File: src/rtl/servo_cal_pkg.sv
// Shared constants and types for the servo offset calibration unit.
package servo_cal_pkg;
    typedef enum logic [1:0] {
        CH_VC = 2'd0,
        CH_FE = 2'd1,
        CH_TE = 2'd2,
        CH_RF = 2'd3
    } cal_ch_e;

    localparam int CMD_W  = 16;
    localparam int BIT_VC = 15;
    localparam int BIT_FE = 13;
    localparam int BIT_RF = 11;
    localparam int BIT_TE = 4;

    // Packed with the MSB first: bit0 rf_clip ... bit5 fzc_fe
    typedef struct packed {
        logic fzc_fe;
        logic fcs_fe;
        logic fcs_vc;
        logic trk_te;
        logic trk_vc;
        logic rf_clip;
    } comp_en_t;

    localparam int COMP_W = $bits(comp_en_t);
endpackage

File: src/rtl/cal_meas_engine.sv
// Measurement engine: decodes a measurement command and accumulates
// 2**LOG2N strobed samples of one channel. It stores the floor average
// per channel.
// Assumes: one measurement at a time; a command while busy is dropped and
// flagged.
module cal_meas_engine
    import servo_cal_pkg::*;
#(
    parameter int DW    = 8,
    parameter int LOG2N = 8
) (
    input  logic                 clk,
    input  logic                 rst_n,
    input  logic                 smp_stb,
    input  logic signed [DW-1:0] vc_in,
    input  logic signed [DW-1:0] fe_in,
    input  logic signed [DW-1:0] te_in,
    input  logic signed [DW-1:0] rf_in,
    input  logic                 meas_req,
    input  logic [3:0]           meas_bits,   // {vc, fe, rf, te}
    output logic                 busy,
    output logic                 err,
    output logic signed [DW-1:0] avg_vc,
    output logic signed [DW-1:0] avg_fe,
    output logic signed [DW-1:0] avg_te,
    output logic signed [DW-1:0] avg_rf
);
    localparam int AW = DW + LOG2N;
    localparam logic [LOG2N-1:0] LAST = {LOG2N{1'b1}};

    logic                  busy_q, err_q;
    cal_ch_e               ch_q, sel_ch;
    logic                  has_req;
    logic [LOG2N-1:0]      cnt_q;
    logic signed [AW-1:0]  acc_q, acc_sum, acc_avg;
    logic signed [DW-1:0]  cur_smp;
    logic signed [DW-1:0]  avg_q [4];

    // Priority decode of the requested channel
    always_comb begin
        has_req = |meas_bits;
        if (meas_bits[3])      sel_ch = CH_VC;
        else if (meas_bits[2]) sel_ch = CH_FE;
        else if (meas_bits[1]) sel_ch = CH_RF;
        else                   sel_ch = CH_TE;
    end

    // Select the sample of the channel under measurement
    always_comb begin
        case (ch_q)
            CH_VC:   cur_smp = vc_in;
            CH_FE:   cur_smp = fe_in;
            CH_TE:   cur_smp = te_in;
            default: cur_smp = rf_in;
        endcase
    end

    // Running sum plus the current sample, and its arithmetic-shift average
    always_comb begin
        acc_sum = acc_q + {{LOG2N{cur_smp[DW-1]}}, cur_smp};
        acc_avg = acc_sum >>> LOG2N;
    end

    // Command acceptance, accumulation and storage of the average
    always_ff @(posedge clk) begin
        if (!rst_n) begin
            busy_q <= 1'b0;
            err_q  <= 1'b0;
            ch_q   <= CH_VC;
            cnt_q  <= '0;
            acc_q  <= '0;
            for (int i = 0; i < 4; i++) avg_q[i] <= '0;
        end else begin
            if (meas_req && has_req) begin
                if (busy_q) begin
                    err_q <= 1'b1;
                end else begin
                    busy_q <= 1'b1;
                    ch_q   <= sel_ch;
                    cnt_q  <= '0;
                    acc_q  <= '0;
                end
            end
            if (busy_q && smp_stb) begin
                if (cnt_q == LAST) begin
                    avg_q[ch_q] <= acc_avg[DW-1:0];
                    busy_q      <= 1'b0;
                    cnt_q       <= '0;
                    acc_q       <= '0;
                end else begin
                    acc_q <= acc_sum;
                    cnt_q <= cnt_q + 1'b1;
                end
            end
        end
    end

    assign busy   = busy_q;
    assign err    = err_q;
    assign avg_vc = avg_q[0];
    assign avg_fe = avg_q[1];
    assign avg_te = avg_q[2];
    assign avg_rf = avg_q[3];

    assert_start_R4: assert property (@(posedge clk) disable iff (!rst_n)
        (meas_req && has_req && !busy_q) |=> busy_q);
    assert_busy_flag_R3: assert property (@(posedge clk) disable iff (!rst_n)
        (meas_req && has_req && busy_q) |=> err_q);
    assert_err_sticky_R3: assert property (@(posedge clk) disable iff (!rst_n)
        err_q |=> err_q);
    assert_end_on_strobe_R4: assert property (@(posedge clk) disable iff (!rst_n)
        $fell(busy_q) |-> $past(smp_stb));
    assert_avg_hold_R1: assert property (@(posedge clk) disable iff (!rst_n)
        !busy_q |=> $stable({avg_vc, avg_fe, avg_te, avg_rf}));
endmodule

File: src/rtl/cal_sat_sub.sv
// Subtractor a - b for signed W-bit operands. CLIP_ZERO=0 gives a signed
// result saturated to the W-bit range. CLIP_ZERO=1 gives the unsigned
// excess of a over b, which is 0 when a <= b.
// Assumes: purely combinational; the caller registers the result.
module cal_sat_sub #(
    parameter int W         = 8,
    parameter bit CLIP_ZERO = 1'b0
) (
    input  logic signed [W-1:0] a,
    input  logic signed [W-1:0] b,
    output logic [W-1:0]        y
);
    localparam logic signed [W:0] MAXV = {2'b00, {(W-1){1'b1}}};
    localparam logic signed [W:0] MINV = {2'b11, {(W-1){1'b0}}};

    logic signed [W:0] diff;

    // Full-width difference, never wraps
    always_comb diff = {a[W-1], a} - {b[W-1], b};

    generate
        if (CLIP_ZERO) begin : g_clip
            // Non-negative excess only
            always_comb y = (diff > 0) ? diff[W-1:0] : '0;
        end else begin : g_sat
            // Clamp to the signed range
            always_comb begin
                if (diff > MAXV)      y = MAXV[W-1:0];
                else if (diff < MINV) y = MINV[W-1:0];
                else                  y = diff[W-1:0];
            end
        end
    endgenerate
endmodule

File: src/rtl/servo_offset_cal.sv
// Top of the servo offset calibration unit. It routes commands to the
// measurement engine or to the latched compensation enables. It picks the
// average each path subtracts and registers the four outputs on every
// sample strobe.
// Assumes: samples are valid in the strobe cycle; commands are one cycle.
module servo_offset_cal
    import servo_cal_pkg::*;
#(
    parameter int DW    = 8,
    parameter int LOG2N = 8
) (
    input  logic                 clk,
    input  logic                 rst_n,
    input  logic                 smp_stb,
    input  logic signed [DW-1:0] vc_smp,
    input  logic signed [DW-1:0] fe_smp,
    input  logic signed [DW-1:0] te_smp,
    input  logic signed [DW-1:0] rf_smp,
    input  logic                 cmd_valid,
    input  logic                 cmd_is_comp,
    input  logic [CMD_W-1:0]     cmd_word,
    output logic                 sense,
    output logic                 cmd_err,
    output logic signed [DW-1:0] fcs_out,
    output logic signed [DW-1:0] trk_out,
    output logic signed [DW-1:0] fzc_out,
    output logic [DW-1:0]        rf_out
);
    comp_en_t              comp_q;
    logic                  meas_req;
    logic [3:0]            meas_bits;
    logic signed [DW-1:0]  avg_vc, avg_fe, avg_te, avg_rf;
    logic signed [DW-1:0]  trk_ref, fcs_ref;
    logic [DW-1:0]         trk_d, fcs_d, fzc_d, rf_d;
    logic signed [DW-1:0]  fcs_q, trk_q, fzc_q;
    logic [DW-1:0]         rf_q;

    // Measurement requests and their channel bits
    always_comb begin
        meas_req  = cmd_valid && !cmd_is_comp;
        meas_bits = {cmd_word[BIT_VC], cmd_word[BIT_FE],
                     cmd_word[BIT_RF], cmd_word[BIT_TE]};
    end

    cal_meas_engine #(.DW(DW), .LOG2N(LOG2N)) u_engine (
        .clk(clk), .rst_n(rst_n), .smp_stb(smp_stb),
        .vc_in(vc_smp), .fe_in(fe_smp), .te_in(te_smp), .rf_in(rf_smp),
        .meas_req(meas_req), .meas_bits(meas_bits),
        .busy(sense), .err(cmd_err),
        .avg_vc(avg_vc), .avg_fe(avg_fe), .avg_te(avg_te), .avg_rf(avg_rf)
    );

    // Latch the compensation enables on a compensation command
    always_ff @(posedge clk) begin
        if (!rst_n)                        comp_q <= '0;
        else if (cmd_valid && cmd_is_comp) comp_q <= comp_en_t'(cmd_word[COMP_W-1:0]);
    end

    // Reference select: the own-channel average wins over the centre average
    always_comb begin
        trk_ref = comp_q.trk_te ? avg_te : avg_vc;
        fcs_ref = comp_q.fcs_fe ? avg_fe : avg_vc;
    end

    cal_sat_sub #(.W(DW), .CLIP_ZERO(1'b0)) u_trk_sub (.a(te_smp), .b(trk_ref), .y(trk_d));
    cal_sat_sub #(.W(DW), .CLIP_ZERO(1'b0)) u_fcs_sub (.a(fe_smp), .b(fcs_ref), .y(fcs_d));
    cal_sat_sub #(.W(DW), .CLIP_ZERO(1'b0)) u_fzc_sub (.a(fe_smp), .b(avg_fe),  .y(fzc_d));
    cal_sat_sub #(.W(DW), .CLIP_ZERO(1'b1)) u_rf_sub  (.a(rf_smp), .b(avg_rf),  .y(rf_d));

    // Output registers, loaded once per sample strobe
    always_ff @(posedge clk) begin
        if (!rst_n) begin
            fcs_q <= '0;
            trk_q <= '0;
            fzc_q <= '0;
            rf_q  <= '0;
        end else if (smp_stb) begin
            fcs_q <= (comp_q.fcs_vc || comp_q.fcs_fe) ? $signed(fcs_d) : fe_smp;
            trk_q <= (comp_q.trk_vc || comp_q.trk_te) ? $signed(trk_d) : te_smp;
            fzc_q <= comp_q.fzc_fe  ? $signed(fzc_d) : fe_smp;
            rf_q  <= comp_q.rf_clip ? rf_d : rf_smp;
        end
    end

    assign fcs_out = fcs_q;
    assign trk_out = trk_q;
    assign fzc_out = fzc_q;
    assign rf_out  = rf_q;

    assert_rf_floor_R5: assert property (@(posedge clk) disable iff (!rst_n)
        (smp_stb && comp_q.rf_clip && (rf_smp <= avg_rf)) |=> (rf_out == '0));
    assert_fcs_raw_R9: assert property (@(posedge clk) disable iff (!rst_n)
        (smp_stb && !comp_q.fcs_vc && !comp_q.fcs_fe) |=> (fcs_out == $past(fe_smp)));
    assert_out_hold_R11: assert property (@(posedge clk) disable iff (!rst_n)
        !smp_stb |=> $stable({fcs_out, trk_out, fzc_out, rf_out}));
endmodule

File: config.mk
export PLATFORM = sky130hd
export DESIGN_NAME = servo_offset_cal
export DESIGN_NICKNAME = d
export VERILOG_FILES = /design/src/rtl/servo_cal_pkg.sv /design/src/rtl/cal_meas_engine.sv /design/src/rtl/cal_sat_sub.sv /design/src/rtl/servo_offset_cal.sv
export SDC_FILE = /design/constraint.sdc
export NUM_CORES = 1
export LEC_CHECK = 0
export BUFFER_PORTS_ARGS = -buffer_cell sky130_fd_sc_hd__clkbuf_2
export CAP_MARGIN = 20
export CELL_PAD_IN_SITES_DETAIL_PLACEMENT = 0
export CELL_PAD_IN_SITES_GLOBAL_PLACEMENT = 1
export CORE_MARGIN = 2
export CORE_UTILIZATION = 36
export CTS_CLUSTER_DIAMETER = 80
export CTS_CLUSTER_SIZE = 10
export DETAILED_ROUTE_END_ITERATION = 12
export GPL_TIMING_DRIVEN = 0
export PLACE_DENSITY = 0.77
export SLEW_MARGIN = 20
export SYNTH_ARGS = -nofsm -noshare
export SYNTH_HDL_FRONTEND = slang
export SYNTH_SLANG_ARGS = --single-unit
File: constraint.sdc
create_clock -name clk -period 5.06 [get_ports clk]
set_input_delay 1.012 -clock clk [delete_from_list [all_inputs] [get_ports clk]]
set_output_delay 1.012 -clock clk [all_outputs]
set_load 0.02 [all_outputs]
==> results of run 1 <==
==> worst paths after layout <==
kind,from,endpoint,slack [ns],cells after the start
worst min-delay path,comp_q[3],comp_q[3],0.46,2
worst min register to register,comp_q[3],comp_q[3],0.46,2
worst max-delay path,u_engine.ch_q[0],u_engine.avg_q[3][4],1.11,11
worst max register to register,u_engine.ch_q[0],u_engine.avg_q[3][4],1.11,11
==> area by class of cell <==
class / count / area share
Buffer: 25 / 0.0130
Inverter: 39 / 0.0201
Clock inverter: 6 / 0.00789
Sequential cell: 98 / 0.313
Tap cell: 225 / 0.0386
Clock buffer: 10 / 0.0314
Multi-Input combinational cell: 544 / 0.523
Timing Repair Buffer: 77 / 0.0528
==> per-layer routing <==
metal,vias up,GRT usage,part of all wire
li1,2711,-,-
met1,2591,0.296,0.49
met2,146,0.329,0.44
met3,20,0.0319,0.053
met4,2,0.0637,0.016
met5,-,0,0.00079
==> placed cells by master (no fill, tap or decap), types with 7 or more instances in the layout <==
cell                        instances
sky130_fd_sc_hd__nand2b_1          17
sky130_fd_sc_hd__xnor2_1           17
sky130_fd_sc_hd__or2_2              8
sky130_fd_sc_hd__clkbuf_16          9
sky130_fd_sc_hd__clkbuf_1          22
sky130_fd_sc_hd__ha_1              50
sky130_fd_sc_hd__nor2b_1           21
sky130_fd_sc_hd__edfxtp_1          32
sky130_fd_sc_hd__nor2_1            93
sky130_fd_sc_hd__nand2_1           54
sky130_fd_sc_hd__nand3_1           15
sky130_fd_sc_hd__dfxtp_1           66
sky130_fd_sc_hd__mux2i_1           18
sky130_fd_sc_hd__o21a_1             8
sky130_fd_sc_hd__a211oi_1          19
sky130_fd_sc_hd__mux4_2             8
sky130_fd_sc_hd__o22ai_1           11
sky130_fd_sc_hd__a21o_1             8
sky130_fd_sc_hd__inv_1             38
sky130_fd_sc_hd__xor2_1            12
sky130_fd_sc_hd__o21ai_0           31
sky130_fd_sc_hd__clkbuf_2          77
sky130_fd_sc_hd__o21ai_1            7
sky130_fd_sc_hd__a21oi_1           51
==> per-stage QoR <==
step | total power, mW | area (um^2) | hold WS (ns) | setup WS [ns] | cells
finish | 2.08 | 7290 | 0.465 | 1.11 | 1024
detailed placement | 1.39 | 7010 | 0.452 | 0.920 | 1008
global placement | 1.39 | 7010 | 0.443 | 0.913 | 1008
CTS | 2.08 | 7290 | 0.462 | 1.12 | 1024
global route | 2.17 | 7290 | 0.501 | 0.729 | 1024
floorplan | 1.24 | 6340 | 0.432 | 1.52 | 706
==> cell families after synthesis <==
kind of cell / after synthesis / synth area share
buffers and inverters: 64 / 0.0381
XOR/XNOR: 31 / 0.0452
adder cells (fa/ha/maj): 56 / 0.116
AND/OR/NAND/NOR: 239 / 0.176
AO/OA/AOI/OAI: 189 / 0.203
multiplexers: 29 / 0.0622
flip-flops: 98 / 0.360
==> sequential cells by signal, indices dropped and copies added (netlist names) <==
name	cells
rf_out	8
u_engine.cnt_q	8
fzc_out	8
u_engine.acc_q	16
trk_out	8
u_engine.busy	1
u_engine.err	1
fcs_out	8
comp_q	6
u_engine.ch_q	2
u_engine.avg_q	32
==> where the power goes <==
part	switching, mW	leakage (nW)	internal [mW]
Combinational	0.306	2.04	0.193
Clock	0.319	0.134	0.380
Sequential	0.0282	0.845	0.853
Total	0.653	3.02	1.43
==> worst min-delay path: stages, from the launching register on <==
cell                      delay [ns]
sky130_fd_sc_hd__dfxtp_1        0.32
sky130_fd_sc_hd__nand2_1        0.05
sky130_fd_sc_hd__a21oi_1        0.05
==> run_summary.xml, run 1 <==
<?xml version="1.0" encoding="UTF-8"?>
<metrics>
  <group name="sta">
    <metric name="final_number_of_setup_violating_endpoints" unit="">0</metric>
    <metric name="unrepaired_setup_endpoints_after_global_routing" unit="">no</metric>
    <metric name="timing.final.hold_violations" unit="">0</metric>
    <metric name="maxSlewViolCount" unit="">0</metric>
    <metric name="worst_pin_slew" unit="ns">1.03</metric>
    <metric name="finClkSkew" unit="ns">0.00962</metric>
    <metric name="fin_setup_tns" unit="ns">0</metric>
    <metric name="finalCriticalPeriod" unit="ns">3.95</metric>
    <metric name="finalCritPeriodShare" unit="">0.781</metric>
    <metric name="slew_headroom" unit="">0.308</metric>
    <metric name="max_freq" unit="MHz">253</metric>
  </group>
  <group name="layout">
    <metric name="final_util" unit="">0.423</metric>
    <metric name="layout-area-overhead-vs-synth" unit="%">15.0</metric>
    <metric name="combined_flip_flop_and_latch_cell_area" unit="mm^2">0.00228</metric>
    <metric name="final_net_count" unit="">902</metric>
    <metric name="fraction_of_layout_cells_with_a_size_suffix_above_1" unit="">0.158</metric>
    <metric name="multiInputGateArea" unit="mm^2">0.00381</metric>
    <metric name="n_antenna_cell" unit="">0</metric>
    <metric name="num-fill-cells" unit="">1742</metric>
  </group>
  <group name="synth">
    <metric name="biggest_area_contributors_in_the_synthesized_netlist" unit="">sky130_fd_sc_hd__dfxtp_1, sky130_fd_sc_hd__edfxtp_1, sky130_fd_sc_hd__ha_1, sky130_fd_sc_hd__nor2_1, sky130_fd_sc_hd__a21oi_1</metric>
    <metric name="synth_commonest_cells" unit="">sky130_fd_sc_hd__nor2_1, sky130_fd_sc_hd__dfxtp_1, sky130_fd_sc_hd__nand2_1</metric>
    <metric name="synth.lib_cells_used.distinct" unit="">63</metric>
    <metric name="synth_enable_flop_cells" unit="">32</metric>
    <metric name="synth_nets" unit="">814</metric>
    <metric name="synthesis.area" unit="mm^2">0.00634</metric>
    <metric name="synth_area_per_cell" unit="um^2">8.98</metric>
    <metric name="ys_seq_area_frac" unit="">0.360</metric>
    <metric name="yosys_warnings" unit="">0</metric>
    <metric name="syn_inst" unit="">706</metric>
    <metric name="postSynth.asyncResetShare" unit="">0</metric>
    <metric name="netlist.top_cell.by_area" unit="">sky130_fd_sc_hd__dfxtp_1</metric>
    <metric name="yosysTopAreaCellShare" unit="">0.208</metric>
    <metric name="postSynthRegisterBits" unit="">98</metric>
    <metric name="synth_top_flop_cell" unit="">sky130_fd_sc_hd__dfxtp_1</metric>
    <metric name="synth_most_common_cell" unit="">sky130_fd_sc_hd__nor2_1</metric>
  </group>
  <group name="cts">
    <metric name="cts_setup_buffers" unit="">0</metric>
    <metric name="cts.reportedPaths.clkPinSlew" unit="ns">0.07</metric>
    <metric name="tritoncts" unit="">yes</metric>
    <metric name="post_cts_resized" unit="">0</metric>
    <metric name="numCtsBuffers" unit="">9</metric>
    <metric name="hold_buffer_count_at_cts" unit="">0</metric>
    <metric name="clock_latency_of_the_later_clocked_register_in_the_worst_skew_pair" unit="ns">0.36</metric>
    <metric name="cts-htree-levels" unit="">3</metric>
    <metric name="clock_path_buffers" unit="">2</metric>
    <metric name="clkSinkCount" unit="">98</metric>
    <metric name="cts_root_buffer" unit="">sky130_fd_sc_hd__clkbuf_16</metric>
  </group>
  <group name="setup_path">
    <metric name="max_stage_delay" unit="ns">0.58</metric>
    <metric name="critical-path-top-delay-family" unit="">compound AO/OA/AOI/OAI gates</metric>
    <metric name="path_buf_inv" unit="">1</metric>
    <metric name="critical_path.endpoint_type" unit="">flip-flop</metric>
    <metric name="startpoint_type" unit="">flip-flop</metric>
    <metric name="worst_ep_arrival_time" unit="ns">4.03</metric>
    <metric name="timing.critical_path.required" unit="ns">5.14</metric>
    <metric name="cp_max_fo" unit="">10</metric>
    <metric name="crit_slowest_cell" unit="">sky130_fd_sc_hd__mux4_2</metric>
    <metric name="timing.critical_path.cells" unit="">buf_1, mux4_2, ha_1, a211o_1, o211ai_2, a21oi_1, o31ai_1, nand2_1, a21oi_1, xor2_1, nor2_1</metric>
    <metric name="path_common_cell" unit="">sky130_fd_sc_hd__a21oi_1</metric>
    <metric name="worst-setup-path-type" unit="">reg -&gt; reg</metric>
  </group>
  <group name="global_route">
    <metric name="via_count_of_the_first_global_routing_pass" unit="">5044</metric>
    <metric name="grt_antenna_before_repair" unit="">1</metric>
    <metric name="globalRouteOverflowTotal" unit="">0</metric>
    <metric name="grt_start_max_net_pins" unit="">16</metric>
    <metric name="grt_first_pass_wirelength" unit="mm">28.8</metric>
    <metric name="track_usage" unit="">0.210</metric>
  </group>
  <group name="hold_path">
    <metric name="worst_hold_path_type" unit="">reg -&gt; reg</metric>
  </group>
  <group name="floorplan">
    <metric name="fp.dieW" unit="um">137</metric>
    <metric name="core-area" unit="mm^2">0.0172</metric>
    <metric name="die_area" unit="mm^2">0.0187</metric>
    <metric name="die_h" unit="um">137</metric>
    <metric name="initial_utilization" unit="">0.368</metric>
    <metric name="row_count" unit="">48</metric>
    <metric name="number_of_ports_placed_on_the_die_boundary" unit="">87</metric>
  </group>
  <group name="placed_design">
    <metric name="gp_congestion" unit="">0.875</metric>
    <metric name="place.port_buffers" unit="">77</metric>
    <metric name="place_hpwl" unit="mm">14.7</metric>
  </group>
  <group name="routing">
    <metric name="drc_errors" unit="">0</metric>
    <metric name="routed_wl" unit="mm">19.0</metric>
    <metric name="avgViaCountPerCell" unit="">5.34</metric>
    <metric name="number_of_vias_in_the_routed_layout" unit="">5470</metric>
    <metric name="wl_per_cell" unit="um">18.5</metric>
    <metric name="firstDrtPassIters" unit="">5</metric>
    <metric name="detail_route.iter0.violations" unit="">399</metric>
    <metric name="ant_nets" unit="">0</metric>
  </group>
  <group name="run_status">
    <metric name="status" unit="">completed</metric>
  </group>
  <group name="power_and_ir_drop">
    <metric name="power-per-cell-area" unit="mW/mm^2">285</metric>
    <metric name="worst_ir_drop_vdd" unit="V">0.000204</metric>
    <metric name="power.leakage" unit="nW">3.02</metric>
  </group>
  <group name="flow_run">
    <metric name="drv_cap" unit="">0</metric>
  </group>
</metrics>
Note: power is estimated with default switching activity, not from simulation.
==> run 2, diff against run 1 <==
ABC_AREA = 1   (was unset)
PLACE_DENSITY = 0.82   (was 0.77)
clock period = 3.4 ns   (was 5.06 ns; I/O delays follow)
==> run 2 against run 1 <==
Net effect: final cell count up 36%; synthesized area up 11%; non-clock buffer count up 5; clock skew up 0.0016 ns; hold slack worse by 0.016 ns; core utilization down 0.57 points; maximum frequency up 26%; critical path type unchanged; critical endpoint is now u_engine.avg_q[2][4]; largest power group unchanged.
==> run_summary.xml, run 2 <==
<?xml version="1.0" encoding="UTF-8"?>
<metrics>
  <group name="routing">
    <metric name="avgViaCountPerCell" unit="">4.96</metric>
    <metric name="drc_errors" unit="">0</metric>
    <metric name="number_of_vias_in_the_routed_layout" unit="">6900</metric>
    <metric name="firstDrtPassIters" unit="">5</metric>
    <metric name="wl_per_cell" unit="um">15.1</metric>
    <metric name="routed_wl" unit="mm">21.0</metric>
    <metric name="ant_nets" unit="">0</metric>
    <metric name="detail_route.iter0.violations" unit="">426</metric>
  </group>
  <group name="layout">
    <metric name="final_net_count" unit="">1230</metric>
    <metric name="finalInstanceArea" unit="mm^2">0.00807</metric>
    <metric name="fraction_of_layout_cells_with_a_size_suffix_above_1" unit="">0.136</metric>
    <metric name="registers.top_by_ff_count" unit="">u_engine.avg_q</metric>
    <metric name="n_antenna_cell" unit="">0</metric>
    <metric name="largest_registers" unit="">u_engine.avg_q (32), u_engine.acc_q (16)</metric>
    <metric name="mostFrequentLayoutCells" unit="">sky130_fd_sc_hd__nand2_1, sky130_fd_sc_hd__inv_1, sky130_fd_sc_hd__a21oi_1</metric>
    <metric name="num-fill-cells" unit="">2085</metric>
    <metric name="layout.cells.non_filler" unit="">1392</metric>
    <metric name="most_common_cell_after_layout_fill_and_taps_aside" unit="">sky130_fd_sc_hd__nand2_1</metric>
    <metric name="final_util" unit="">0.417</metric>
    <metric name="layout-area-overhead-vs-synth" unit="%">14.9</metric>
    <metric name="largest_reg_flops" unit="">32</metric>
  </group>
  <group name="power_and_ir_drop">
    <metric name="power.leakage" unit="nW">3.83</metric>
    <metric name="worst_ir_drop_vdd" unit="V">0.000253</metric>
    <metric name="power" unit="mW">3.29</metric>
    <metric name="power-per-cell-area" unit="mW/mm^2">408</metric>
  </group>
  <group name="sta">
    <metric name="timing.final.hold_violations" unit="">0</metric>
    <metric name="unrepaired_setup_endpoints_after_global_routing" unit="">no</metric>
    <metric name="max_freq" unit="MHz">319</metric>
    <metric name="slew_headroom" unit="">0.301</metric>
    <metric name="finalCriticalPeriod" unit="ns">3.13</metric>
    <metric name="maxSlewViolCount" unit="">0</metric>
    <metric name="final_number_of_setup_violating_endpoints" unit="">0</metric>
    <metric name="worst_pin_slew" unit="ns">1.04</metric>
    <metric name="finClkSkew" unit="ns">0.0112</metric>
    <metric name="setup_slack" unit="ns">0.270</metric>
    <metric name="finalCritPeriodShare" unit="">0.921</metric>
  </group>
  <group name="synth">
    <metric name="synthesis.area" unit="mm^2">0.00703</metric>
    <metric name="postSynth.asyncResetShare" unit="">0</metric>
    <metric name="synth_top_flop_cell" unit="">sky130_fd_sc_hd__dfxtp_1</metric>
    <metric name="synth_commonest_cells" unit="">sky130_fd_sc_hd__nand2_1, sky130_fd_sc_hd__inv_1, sky130_fd_sc_hd__a21oi_1</metric>
    <metric name="synth.lib_cells_used.distinct" unit="">41</metric>
    <metric name="postSynthRegisterBits" unit="">98</metric>
    <metric name="synth_area_per_cell" unit="um^2">6.82</metric>
    <metric name="yosysTopAreaCellShare" unit="">0.188</metric>
    <metric name="ys_seq_area_frac" unit="">0.325</metric>
    <metric name="synth_nets" unit="">1138</metric>
    <metric name="yosys_warnings" unit="">0</metric>
    <metric name="biggest_area_contributors_in_the_synthesized_netlist" unit="">sky130_fd_sc_hd__dfxtp_1, sky130_fd_sc_hd__nand2_1, sky130_fd_sc_hd__edfxtp_1, sky130_fd_sc_hd__ha_1, sky130_fd_sc_hd__a21oi_1</metric>
    <metric name="netlist.top_cell.by_area" unit="">sky130_fd_sc_hd__dfxtp_1</metric>
    <metric name="synth_most_common_cell" unit="">sky130_fd_sc_hd__nand2_1</metric>
    <metric name="syn_inst" unit="">1030</metric>
    <metric name="synth_enable_flop_cells" unit="">32</metric>
  </group>
  <group name="cts">
    <metric name="cts.reportedPaths.clkPinSlew" unit="ns">0.08</metric>
    <metric name="cts_root_buffer" unit="">sky130_fd_sc_hd__clkbuf_16</metric>
    <metric name="cts-htree-levels" unit="">3</metric>
    <metric name="tritoncts" unit="">yes</metric>
    <metric name="clock_path_buffers" unit="">2</metric>
    <metric name="clock_latency_of_the_later_clocked_register_in_the_worst_skew_pair" unit="ns">0.36</metric>
    <metric name="clkSinkCount" unit="">98</metric>
    <metric name="numCtsBuffers" unit="">9</metric>
    <metric name="hold_buffer_count_at_cts" unit="">0</metric>
  </group>
  <group name="global_route">
    <metric name="grt_antenna_before_repair" unit="">0</metric>
    <metric name="grt_first_pass_wirelength" unit="mm">32.2</metric>
    <metric name="grt_start_max_net_pins" unit="">19</metric>
    <metric name="via_count_of_the_first_global_routing_pass" unit="">6157</metric>
    <metric name="track_usage" unit="">0.205</metric>
    <metric name="globalRouteOverflowTotal" unit="">0</metric>
  </group>
  <group name="setup_path">
    <metric name="worst-setup-path-type" unit="">reg -&gt; reg</metric>
    <metric name="timing.critical_path.required" unit="ns">3.50</metric>
    <metric name="cp_max_fo" unit="">10</metric>
    <metric name="worst_ep_arrival_time" unit="ns">3.23</metric>
    <metric name="startpoint_type" unit="">flip-flop</metric>
    <metric name="critical_path.endpoint_type" unit="">flip-flop</metric>
  </group>
  <group name="flow_run">
    <metric name="drv_cap" unit="">0</metric>
  </group>
  <group name="placed_design">
    <metric name="place_hpwl" unit="mm">16.9</metric>
    <metric name="placement.setup.worst_slack" unit="ns">-0.0363</metric>
    <metric name="gp_congestion" unit="">0.866</metric>
    <metric name="detailed_place.area" unit="mm^2">0.00775</metric>
    <metric name="post-place-cells" unit="">1374</metric>
    <metric name="place.port_buffers" unit="">79</metric>
  </group>
  <group name="run_status">
    <metric name="status" unit="">completed</metric>
  </group>
  <group name="floorplan">
    <metric name="die_h" unit="um">144</metric>
    <metric name="number_of_ports_placed_on_the_die_boundary" unit="">87</metric>
    <metric name="row_count" unit="">51</metric>
    <metric name="fp.dieW" unit="um">144</metric>
    <metric name="initial_utilization" unit="">0.363</metric>
    <metric name="die_area" unit="mm^2">0.0206</metric>
    <metric name="core-area" unit="mm^2">0.0193</metric>
  </group>
  <group name="hold_path">
    <metric name="worst_hold_path_type" unit="">reg -&gt; reg</metric>
  </group>
</metrics>
run 2: cell types whose count changed in the layout (fill, tap and decap cells not counted), sizes merged, moves of 10 or more:
cell    delta
a211oi    -18
o22ai     -10
o21ai     +20
mux2i     -11
a21oi     +64
nor2b     -21
xnor2     -12
inv      +105
nand3     +52
nand2b    -17
nand2    +254
run 2: worst paths after layout:
kind | start | to | slack [ns] | cells after the start
worst max-delay path | u_engine.ch_q[1] | u_engine.avg_q[2][4] | 0.27 | 17
worst min-delay path | u_engine.err | u_engine.err | 0.45 | 2
worst max register to register | u_engine.ch_q[1] | u_engine.avg_q[2][4] | 0.27 | 17
worst min register to register | u_engine.err | u_engine.err | 0.45 | 2
run 2: where the power goes:
part | internal [mW] | leakage [nW] | switching, mW
registers | 1.27 | 0.845 | 0.0342
logic | 0.318 | 2.84 | 0.640
clock network | 0.533 | 0.147 | 0.495
total | 2.12 | 3.83 | 1.17
run 2: area by class of cell:
| class | instances | area (um^2) | area share |
|---|---|---|---|
| plain buffers | 26 | 119 | 0.0147 |
| clock buffers | 10 | 239 | 0.0296 |
| clock inverters | 6 | 52.6 | 0.00651 |
| inverters | 140 | 527 | 0.0653 |
| multi-input cells | 766 | 4110 | 0.509 |
| flip-flops and latches | 98 | 2280 | 0.283 |
| well taps | 265 | 332 | 0.0411 |
| repair buffers | 81 | 410 | 0.0509 |
run 2: critical path, stage by stage, from the launching register on:
cell	delay (ns)
sky130_fd_sc_hd__dfxtp_1	0.41
sky130_fd_sc_hd__buf_4	0.20
sky130_fd_sc_hd__nand2_2	0.15
sky130_fd_sc_hd__o22ai_1	0.19
sky130_fd_sc_hd__a21oi_1	0.06
sky130_fd_sc_hd__nand2_1	0.10
sky130_fd_sc_hd__o21ai_0	0.12
sky130_fd_sc_hd__inv_1	0.08
sky130_fd_sc_hd__ha_1	0.16
sky130_fd_sc_hd__inv_1	0.05
sky130_fd_sc_hd__fa_1	0.42
sky130_fd_sc_hd__o21ai_2	0.18
sky130_fd_sc_hd__buf_4	0.14
sky130_fd_sc_hd__nand3_1	0.08
sky130_fd_sc_hd__nand3_1	0.09
sky130_fd_sc_hd__nand2_1	0.06
sky130_fd_sc_hd__nand2_1	0.28
sky130_fd_sc_hd__nor3_1	0.08
run 2: metal layers:
layer | part of all wire | track usage | vias up
met3 | 0.046 | 0.0340 | 43
met4 | 0.036 | 0.0789 | 0
met2 | 0.47 | 0.347 | 161
met1 | 0.44 | 0.260 | 3149
met5 | 0 | 0 | -
li1 | - | - | 3547
run 2: metrics by stage:
| step | hold slack [ns] | TNS (ns) |
|---|---|---|
| 2_1_floorplan | 0.440 | 0 |
| 3_3_place_gp | 0.441 | -0.0977 |
| 3_5_place_dp | 0.443 | -0.123 |
| 4_1_cts | 0.455 | 0 |
| 5_1_grt | 0.469 | 0 |
| 6_report | 0.449 | 0 |
run 2: cell families after synthesis:
kind of cell               synth area share
and+or+nand+nor                       0.310
AOI/OAI and AO/OA                     0.142
buffers and inverters                0.0919
DFF                                   0.325
adders and majority gates             0.103
xor gates and xnor gates             0.0187
muxes                               0.00997
run 2: timing repair:
action | in CTS | in global routing
buffers inserted | 0 | 2
hold endpoints to repair | 0 | 0
endpoints found under the setup margin | 0 | 12
gates resized for setup | 0 | 3
==> run 3, diff against run 2 <==
BUFFER_PORTS_ARGS = unset   (was -buffer_cell sky130_fd_sc_hd__clkbuf_2)
CORE_MARGIN = 4   (was 2)
DONT_BUFFER_PORTS = 1   (was unset)
PLACE_DENSITY = 0.77   (was 0.82)
==> run 3 against run 2 <==
Net effect: maximum frequency up 0.39%; non-clock buffer count decreased by 80; clock skew increased by 0.0011 ns; largest cell class unchanged; sequential share of layout area rose by 1.5 points.
==> run_summary.xml, run 3 (synthesized netlist as in run 2, its figures left out) <==
<?xml version="1.0" encoding="UTF-8"?>
<metrics>
  <group name="global_route">
    <metric name="grt_start_max_net_pins" unit="">19</metric>
    <metric name="track_usage" unit="">0.192</metric>
    <metric name="grt_antenna_before_repair" unit="">0</metric>
    <metric name="globalRouteOverflowTotal" unit="">0</metric>
    <metric name="via_count_of_the_first_global_routing_pass" unit="">6160</metric>
    <metric name="grt_first_pass_wirelength" unit="mm">32.9</metric>
  </group>
  <group name="cts">
    <metric name="cts_root_buffer" unit="">sky130_fd_sc_hd__clkbuf_16</metric>
    <metric name="clock_latency_of_the_later_clocked_register_in_the_worst_skew_pair" unit="ns">0.35</metric>
    <metric name="cts.reportedPaths.clkPinSlew" unit="ns">0.08</metric>
    <metric name="cts-htree-levels" unit="">3</metric>
    <metric name="numCtsBuffers" unit="">9</metric>
    <metric name="clock_path_buffers" unit="">2</metric>
    <metric name="clkSinkCount" unit="">98</metric>
    <metric name="tritoncts" unit="">yes</metric>
  </group>
  <group name="sta">
    <metric name="finalCritPeriodShare" unit="">0.917</metric>
    <metric name="fin_setup_tns" unit="ns">0</metric>
    <metric name="setup_slack" unit="ns">0.282</metric>
    <metric name="final_number_of_setup_violating_endpoints" unit="">0</metric>
    <metric name="timing.final.hold_violations" unit="">0</metric>
    <metric name="maxSlewViolCount" unit="">0</metric>
    <metric name="slew_headroom" unit="">0.470</metric>
    <metric name="max_freq" unit="MHz">321</metric>
    <metric name="finalCriticalPeriod" unit="ns">3.12</metric>
    <metric name="worst_pin_slew" unit="ns">0.794</metric>
    <metric name="timing.hold.ws" unit="ns">0.465</metric>
    <metric name="finClkSkew" unit="ns">0.0124</metric>
    <metric name="unrepaired_setup_endpoints_after_global_routing" unit="">no</metric>
  </group>
  <group name="setup_path">
    <metric name="startpoint_type" unit="">flip-flop</metric>
    <metric name="critical_path.endpoint_type" unit="">flip-flop</metric>
    <metric name="worst_ep_arrival_time" unit="ns">3.21</metric>
    <metric name="worst-setup-path-type" unit="">reg -&gt; reg</metric>
    <metric name="worst_setup_path_startpoint" unit="">u_engine.ch_q[0]</metric>
    <metric name="r2r_start" unit="">u_engine.ch_q[0]</metric>
    <metric name="timing.critical_path.required" unit="ns">3.49</metric>
    <metric name="cp_max_fo" unit="">10</metric>
  </group>
  <group name="layout">
    <metric name="finalInstanceArea" unit="mm^2">0.00767</metric>
    <metric name="mostFrequentLayoutCells" unit="">sky130_fd_sc_hd__nand2_1, sky130_fd_sc_hd__inv_1, sky130_fd_sc_hd__a21oi_1</metric>
    <metric name="fraction_of_layout_cells_with_a_size_suffix_above_1" unit="">0.0707</metric>
    <metric name="registers.top_by_ff_count" unit="">u_engine.avg_q</metric>
    <metric name="multiInputGateArea" unit="mm^2">0.00412</metric>
    <metric name="most_common_cell_after_layout_fill_and_taps_aside" unit="">sky130_fd_sc_hd__nand2_1</metric>
    <metric name="largest_reg_flops" unit="">32</metric>
    <metric name="layout.cells.non_filler" unit="">1307</metric>
    <metric name="layout-area-overhead-vs-synth" unit="%">9.14</metric>
    <metric name="combined_flip_flop_and_latch_cell_area" unit="mm^2">0.00228</metric>
    <metric name="n_antenna_cell" unit="">0</metric>
    <metric name="largest_registers" unit="">u_engine.avg_q (32), u_engine.acc_q (16)</metric>
    <metric name="final_net_count" unit="">1150</metric>
    <metric name="num-fill-cells" unit="">2037</metric>
  </group>
  <group name="placed_design">
    <metric name="placement.setup.worst_slack" unit="ns">0.0475</metric>
    <metric name="place.port_buffers" unit="">0</metric>
    <metric name="place_hpwl" unit="mm">17.1</metric>
    <metric name="post-place-cells" unit="">1290</metric>
    <metric name="detailed_place.area" unit="mm^2">0.00735</metric>
    <metric name="gp_congestion" unit="">0.904</metric>
  </group>
  <group name="flow_run">
    <metric name="drv_cap" unit="">0</metric>
  </group>
  <group name="power_and_ir_drop">
    <metric name="internal-power" unit="mW">2.09</metric>
    <metric name="p_comb_frac" unit="">0.258</metric>
    <metric name="power-per-cell-area" unit="mW/mm^2">420</metric>
    <metric name="pwr-share-seq" unit="">0.420</metric>
    <metric name="switching_share" unit="">0.353</metric>
    <metric name="power.net_switching" unit="mW">1.14</metric>
    <metric name="worst_ir_drop_vdd" unit="V">0.000226</metric>
    <metric name="share_clk_of_total_power" unit="">0.322</metric>
    <metric name="power.leakage" unit="nW">3.49</metric>
  </group>
  <group name="floorplan">
    <metric name="die_h" unit="um">148</metric>
    <metric name="initial_utilization" unit="">0.371</metric>
    <metric name="die_area" unit="mm^2">0.0218</metric>
    <metric name="fp.dieW" unit="um">148</metric>
    <metric name="number_of_ports_placed_on_the_die_boundary" unit="">87</metric>
    <metric name="row_count" unit="">50</metric>
    <metric name="core-area" unit="mm^2">0.0190</metric>
  </group>
  <group name="routing">
    <metric name="ant_nets" unit="">0</metric>
    <metric name="detail_route.iter0.violations" unit="">442</metric>
    <metric name="drc_errors" unit="">0</metric>
    <metric name="wl_per_cell" unit="um">16.1</metric>
    <metric name="routed_wl" unit="mm">21.0</metric>
    <metric name="number_of_vias_in_the_routed_layout" unit="">6500</metric>
    <metric name="firstDrtPassIters" unit="">8</metric>
    <metric name="avgViaCountPerCell" unit="">4.97</metric>
  </group>
  <group name="run_status">
    <metric name="status" unit="">completed</metric>
  </group>
  <group name="hold_path">
    <metric name="worstHoldStart" unit="">u_engine.acc_q[0]</metric>
    <metric name="worst_hold_path_type" unit="">reg -&gt; reg</metric>
  </group>
</metrics>
[run 3: changes by cell type in the layout (fill, tap and decap cells not counted)]
cell / before / now
sky130_fd_sc_hd__o21ai_2: 1 / 0
sky130_fd_sc_hd__inv_2: 11 / 12
sky130_fd_sc_hd__o21ai_0: 50 / 49
sky130_fd_sc_hd__o21ai_4: 0 / 1
sky130_fd_sc_hd__clkbuf_2: 79 / 0
sky130_fd_sc_hd__inv_1: 127 / 126
sky130_fd_sc_hd__o21ai_1: 8 / 9
sky130_fd_sc_hd__buf_4: 4 / 3
[run 3: final timing paths]
path / endpoint / slack [ns] / cells after the start
setup / recovery: u_engine.avg_q[1][6] / 0.28 / 19
hold / removal: u_engine.acc_q[0] / 0.46 / 2
setup reg to reg: u_engine.avg_q[1][6] / 0.28 / 19
hold reg to reg: u_engine.acc_q[0] / 0.46 / 2
[run 3: final cells by class]
class	instances	area share
multi-input cells	766	0.537
clock buffers	10	0.0312
inverters	140	0.0687
clock inverters	6	0.00685
flip-flops and latches	98	0.298
repair buffers	1	0.000979
well taps	260	0.0424
plain buffers	26	0.0155
[run 3: what timing repair did]
item,4_1_cts,5_1_grt
setup endpoints to repair,1,13
pin swaps,0,1
hold buffers,0,0
resized for setup,1,4
buffers inserted,0,1
[run 3: power groups by stage]
stage | registers, mW | logic (mW) | clock network, mW
after floorplan | 1.37 | 0.634 | 0
after global placement | 1.38 | 0.820 | 0
after detailed placement | 1.38 | 0.824 | 0
after CTS | 1.35 | 0.828 | 1.06
after global routing | 1.36 | 0.956 | 1.12
final | 1.35 | 0.831 | 1.04
[run 3: stage by stage]
stage | total power [mW] | utilization
2_1_floorplan | 2.00 | -
3_3_place_gp | 2.20 | 0.388
3_5_place_dp | 2.21 | 0.388
4_1_cts | 3.25 | 0.403
5_1_grt | 3.44 | 0.404
6_report | 3.22 | 0.404
[run 3: metal layers]
metal | up-vias | wire length (um) | GRT usage
li1 | 3379 | - | -
met1 | 2951 | 9350 | 0.246
met5 | - | 0 | 0
met4 | 0 | 638 | 0.0676
met3 | 27 | 942 | 0.0285
met2 | 143 | 10100 | 0.331
[run 3: worst max-delay path: stages (launching register included)]
cell                      delay, ns
sky130_fd_sc_hd__dfxtp_1       0.30
sky130_fd_sc_hd__buf_4         0.16
sky130_fd_sc_hd__inv_1         0.13
sky130_fd_sc_hd__nand2_2       0.16
sky130_fd_sc_hd__o22ai_1       0.19
sky130_fd_sc_hd__a21oi_1       0.07
sky130_fd_sc_hd__nand2_1       0.12
sky130_fd_sc_hd__o21ai_0       0.11
sky130_fd_sc_hd__inv_1         0.06
sky130_fd_sc_hd__ha_1          0.17
sky130_fd_sc_hd__inv_1         0.06
sky130_fd_sc_hd__fa_1          0.44
sky130_fd_sc_hd__o21ai_4       0.20
sky130_fd_sc_hd__nand2_1       0.07
sky130_fd_sc_hd__nand2_1       0.14
sky130_fd_sc_hd__nand3_1       0.12
sky130_fd_sc_hd__nand2_1       0.07
sky130_fd_sc_hd__nand2_1       0.09
sky130_fd_sc_hd__nand2_4       0.13
sky130_fd_sc_hd__nor3_2        0.05
